==> src/rtl/arx_index_seq.sv <==
module arx_index_seq #(
  parameter int REGS = 16,
  parameter int CW   = 8,
  parameter int AW   = $clog2(REGS)
) (
  input  logic          clk,
  input  logic          rst_n,
  input  logic          tab_we,
  input  logic [1:0]    tab_sel,
  input  logic [1:0]    tab_word,
  input  logic [63:0]   tab_data,
  input  logic          ld_we,
  input  logic [AW-1:0] ld_addr,
  input  logic [63:0]   ld_data,
  input  logic [AW-1:0] rd_addr,
  output logic [63:0]   rd_data,
  input  logic [AW-1:0] base_reg,
  input  logic [CW-1:0] outer_cnt,
  input  logic          start,
  output logic          busy,
  output logic          done
);
  localparam int STEPS = 32;
  localparam int SW    = $clog2(STEPS);
  localparam int TBITS = 3 * STEPS * 8;
  localparam logic [1:0] PH_ADD = 2'd0, PH_XOR = 2'd1, PH_ROT = 2'd2;

  logic [63:0]    rf [REGS];
  logic [TBITS-1:0] tbl_q;
  logic [1:0]     phase;
  logic [SW-1:0]  step;
  logic [CW-1:0]  outer;
  logic [AW-1:0]  base_q;

  logic [7:0]  t_idx, b_idx, x_idx, dst_idx, src_idx;
  logic [AW-1:0] dst_reg, src_reg;
  logic [31:0] dst_val, src_val, rot_val, result;
  logic [4:0]  shamt;
  logic        last_step;

  assign t_idx = tbl_q[8*(int'(step))           +: 8];
  assign b_idx = tbl_q[8*(int'(step) + STEPS)   +: 8];
  assign x_idx = tbl_q[8*(int'(step) + 2*STEPS) +: 8];

  assign dst_idx = (phase == PH_ADD) ? t_idx : x_idx;
  assign src_idx = (phase == PH_ADD) ? b_idx : t_idx;
  assign dst_reg = base_q + AW'(dst_idx[7:1]);
  assign src_reg = base_q + AW'(src_idx[7:1]);
  assign dst_val = dst_idx[0] ? rf[dst_reg][63:32] : rf[dst_reg][31:0];
  assign src_val = src_idx[0] ? rf[src_reg][63:32] : rf[src_reg][31:0];

  always_comb begin
    case (step[1:0])
      2'd0:    shamt = 5'd16;
      2'd1:    shamt = 5'd12;
      2'd2:    shamt = 5'd8;
      default: shamt = 5'd7;
    endcase
  end

  assign rot_val = (dst_val << shamt) | (dst_val >> (6'd32 - {1'b0, shamt}));

  always_comb begin
    case (phase)
      PH_ADD:  result = dst_val + src_val;
      PH_XOR:  result = dst_val ^ src_val;
      default: result = rot_val;
    endcase
  end

  assign last_step = (step == SW'(STEPS - 1));
  assign rd_data   = rf[rd_addr];

  always_ff @(posedge clk) begin
    if (busy) begin
      if (dst_idx[0]) rf[dst_reg][63:32] <= result;
      else            rf[dst_reg][31:0]  <= result;
    end else if (ld_we) begin
      rf[ld_addr] <= ld_data;
    end
  end

  always_ff @(posedge clk) begin
    if (!rst_n)
      tbl_q <= '0;
    else if (!busy && tab_we && tab_sel != 2'd3)
      tbl_q[64*(4*int'(tab_sel) + int'(tab_word)) +: 64] <= tab_data;
  end

  always_ff @(posedge clk) begin
    if (!rst_n) begin
      busy   <= 1'b0;
      done   <= 1'b0;
      phase  <= PH_ADD;
      step   <= '0;
      outer  <= '0;
      base_q <= '0;
    end else begin
      done <= 1'b0;
      if (!busy) begin
        if (start) begin
          base_q <= base_reg;
          if (outer_cnt == '0) begin
            done <= 1'b1;
          end else begin
            busy  <= 1'b1;
            phase <= PH_ADD;
            step  <= '0;
            outer <= outer_cnt;
          end
        end
      end else begin
        case (phase)
          PH_ADD: phase <= PH_XOR;
          PH_XOR: phase <= PH_ROT;
          default: begin
            phase <= PH_ADD;
            step  <= step + 1'b1;
            if (last_step) begin
              outer <= outer - 1'b1;
              if (outer == CW'(1)) begin
                busy <= 1'b0;
                done <= 1'b1;
              end
            end
          end
        endcase
      end
    end
  end
endmodule


==> config.mk <==
export PLATFORM = sky130hd
export DESIGN_NAME = arx_index_seq
export DESIGN_NICKNAME = d
export VERILOG_FILES = /design/src/rtl/arx_index_seq.sv
export SDC_FILE = /design/constraint.sdc
export NUM_CORES = 2
export LEC_CHECK = 0
export BUFFER_PORTS_ARGS = -buffer_cell sky130_fd_sc_hd__buf_2
export CAP_MARGIN = 10
export CORE_ASPECT_RATIO = 1.4
export CORE_MARGIN = 4
export CORE_UTILIZATION = 45
export CTS_CLUSTER_SIZE = 16
export DETAILED_ROUTE_END_ITERATION = 12
export PLACE_DENSITY = 0.72
export SETUP_SLACK_MARGIN = 0.15
export SKIP_LAST_GASP = 1
export SLEW_MARGIN = 20
export SYNTH_ARGS = -nofsm -noshare
export SYNTH_HDL_FRONTEND = slang
export SYNTH_SLANG_ARGS = --single-unit
==> constraint.sdc <==
create_clock -name clk -period 11 [get_ports clk]
set_input_delay 2.2 -clock clk [delete_from_list [all_inputs] [get_ports clk]]
set_output_delay 2.2 -clock clk [all_outputs]
set_load 0.03 [all_outputs]
==> metrics.md <==
| Metric | Value |
|---|---|
| Detail-routed via count per cell | `6.854` |
| Count of instances resized after the clock tree is built | `0` |
| Post-route antenna net violation count | `0` |
| Gate count of the mapped netlist | `6464` |
| Hold Path Class | `reg2reg` |
| Mapped cell area | `84420 um^2` |
| Cell variety after synth | `95` |
| Post-DR wirelength/cell | `34.49 um` |
| Number of optimization iterations in the first detailed-route pass | `6` |
| Clock buffers created by TritonCTS | `153` |
| Clock sinks | `1525` |
| Status | `finished, final reports clean` |
| Final Hold Viols | `0` |
| Maximum fanout along the worst path | `64` |
| Clock latency on the worst-skew pair | `0.86 ns` |
| Detailed placer's ending HPWL | `204.0 mm` |
| Worst Path Required | `11.66 ns` |
| Die span in y | `520.5 um` |
| RD Place Congestion | `1.089` |
| Total power divided by cell area | `184.1 nW/um^2` |
| Floorplan row count | `187` |
| Die Footprint | `194700 um^2` |
| Die boundary width | `374.1 um` |
| First-pass GRT wire length | `445.7 mm` |
| Final standard cell count with taps included and fillers excluded | `9133` |
| Total of hold buffers inserted after clock tree synthesis | `0` |
| Layout area overhead | `12.02%` |
| Clock Path Buffers | `3` |
| Main flop type after synthesis | `sky130_fd_sc_hd__edfxtp_1` |
| Unrepaired setup endpoints after global routing | `no` |
| Async set-reset flop share out of synthesis | `0` |
| Stage delay of the slowest cell on the critical path | `0.99 ns` |
| Achievable Freq | `96.66 MHz` |
| Tcrit/Tclk final | `0.9405` |
| Largest net degree at the start of global routing | `319` |
| Total of flip-flops plus latches after synthesis | `1525` |
| Core Footprint | `186000 um^2` |
| Critical Path Start Type | `flop` |
| Overall Global Routing Usage | `0.3182` |
| Mean cell area of the mapped netlist | `13.06 um^2` |
| Placed instance count | `8839` |
| Worst-margin pin slew | `1.325 ns` |
| Most frequent cells in the layout | `1191 x sky130_fd_sc_hd__nand2_1, 1024 x sky130_fd_sc_hd__edfxtp_1, 972 x sky130_fd_sc_hd__mux4_2` |
| Via count of the first global-routing pass | `61590` |
| Clock tree from TritonCTS | `built` |
| Data arrival time at the worst-slack endpoint | `11.01 ns` |
| Total DRC errors in the routed layout | `0` |
| Static Leakage | `30.24 nW` |
| Sum of negative setup slack | `0 ns` |
| Number of max-slew violations in the final report | `0` |
| Setup Fix Bufs, Post-CTS | `0` |
| Critical path start-end classification | `reg2reg` |
| Final layout net count | `6746` |
| Worst slew margin | `0.1144` |
| Crit-path slowest cell | `sky130_fd_sc_hd__nor3_1` |
| Final setup violation count | `0` |
| Total gr overflow | `0` |
| Post-CTS clock slew at the launch and capture registers of the worst setup and hold paths | `0.06 ns` |
| Cell repeated most along the worst path | `sky130_fd_sc_hd__buf_4` |
| CTS root buf | `sky130_fd_sc_hd__clkbuf_16` |
| Most frequent standard cell in the layout excluding fill and tap cells | `sky130_fd_sc_hd__nand2_1` |
| Vias after detailed routing | `62600` |
| Synthesis Warnings | `0` |
| Initial Util | `0.4539` |
| Initial antenna violation count | `25` |
| Fraction of layout cells with a size suffix above 1 | `0.2825` |
| Sequential element share of the synthesized area | `0.4830` |
| Final routed wirelength across all metal layers | `315.0 mm` |
| Synthesized netlist net count | `6671` |
| Count of port buffers added during placement | `198` |
| EDFF count, synth | `1024` |
| Clk_skew | `0.07148 ns` |
| Min Tclk post-route | `10.35 ns` |
| Worst supply voltage drop on vdd | `0.2096 mV` |
| Iteration-0 DRC Markers | `8540` |
| Count of pins on the block boundary | `223` |
| Worst Setup End Kind | `flop` |
| H-tree depth | `4` |
| Number of max-cap violations | `0` |
==> sequential cells by signal, summed over array words and instances, names as in the netlist <==
name    count
rf       1024
busy        1
step        5
done        1
phase       2
outer       8
tbl_q     480
base_q      4
==> where the power goes <==
part	internal, mW	switching, mW	total [mW]	leakage [nW]
combinational	1.74	3.31	5.05	14.6
clock	2.89	2.32	5.22	2.40
sequential	7.05	0.0979	7.14	13.3
==> cells by family after synthesis <==
kind of cell | share of synthesized area
flip-flops | 0.4830
AND/OR/NAND/NOR | 0.09760
XOR/XNOR | 0.003631
buffers and inverters | 0.03019
multiplexers | 0.2867
adder cells (fa/ha/maj) | 0.007677
AO/OA/AOI/OAI | 0.09116
==> cell type report <==
cell class              instances  area (um^2)
diodes                         17        42.54
clock buffers                 196         4134
clock inverters                79        802.0
fillers                     15420        91440
inverters                      39        146.4
multi-input cells            4294        41620
flip-flops and latches       1525        40790
well taps                    2457         3074
repair buffers                526         3958
==> worst paths after layout <==
| check | from | endpoint | slack, ns | depth (start not counted) |
|---|---|---|---|---|
| max reg2reg | step[0] | rf[4][57] | 0.65 | 31 |
| max | step[0] | rf[4][57] | 0.65 | 31 |
| min | tbl_q[274] | tbl_q[274] | 0.46 | 2 |
| min reg2reg | tbl_q[274] | tbl_q[274] | 0.46 | 2 |
==> layer usage <==
| metal | GRT usage | part of all wire | up-vias |
|---|---|---|---|
| met1 | 0.3666 | 0.32 | 31610 |
| li1 | - | - | 25400 |
| met5 | 0 | 0.000067 | - |
| met4 | 0.2678 | 0.10 | 4 |
| met3 | 0.07279 | 0.10 | 1142 |
| met2 | 0.5056 | 0.47 | 4444 |
==> synthesized netlist by cell type (20+ instances only) <==
cell / n / area, um^2
sky130_fd_sc_hd__edfxtp_1: 1024 / 30750
sky130_fd_sc_hd__nand2_1: 1191 / 4471
sky130_fd_sc_hd__a21oi_1: 102 / 510.5
sky130_fd_sc_hd__a21o_1: 38 / 285.3
sky130_fd_sc_hd__inv_1: 31 / 116.4
sky130_fd_sc_hd__o21ai_0: 137 / 685.7
sky130_fd_sc_hd__clkbuf_1: 465 / 1745
sky130_fd_sc_hd__o211ai_1: 47 / 352.8
sky130_fd_sc_hd__nor2_1: 179 / 671.9
sky130_fd_sc_hd__nand3_1: 400 / 2002
sky130_fd_sc_hd__buf_1: 86 / 322.8
sky130_fd_sc_hd__ha_1: 47 / 588.1
sky130_fd_sc_hd__mux4_2: 972 / 21890
sky130_fd_sc_hd__dfxtp_1: 501 / 10030
sky130_fd_sc_hd__buf_2: 42 / 210.2
sky130_fd_sc_hd__nor3_1: 36 / 180.2
sky130_fd_sc_hd__a21boi_0: 487 / 3656
sky130_fd_sc_hd__a211oi_1: 20 / 150.1
sky130_fd_sc_hd__and3_1: 26 / 162.7
sky130_fd_sc_hd__mux2_2: 29 / 326.6
sky130_fd_sc_hd__mux2i_1: 184 / 1842
==> metrics by stage <==
stage | instance area, um^2 | power (mW) | utilization | hold WS, ns | setup WS, ns
finish | 94570 | 17.41 | 0.5084 | 0.4600 | 0.6545
global route | 94530 | 17.93 | 0.5082 | 0.4791 | 0.4593
detailed placement | 89540 | 12.18 | 0.4814 | 0.4551 | 1.036
floorplan | 84420 | 9.905 | - | 0.4377 | 0.7562
CTS | 94470 | 17.34 | 0.5079 | 0.4635 | 1.058
global placement | 89540 | 12.08 | 0.4814 | 0.4465 | 1.202
==> critical path: cells and delay by family, from the launching register on <==
kind | cells | cell delay (ns)
simple gates | 7 | 1.77
buf+inv | 7 | 2.14
fa+ha+maj | 3 | 1.62
xor+xnor | 1 | 0.15
flops | 1 | 0.91
compound gates | 6 | 1.16
mux | 7 | 2.16
(Power assumes the default switching activity.)
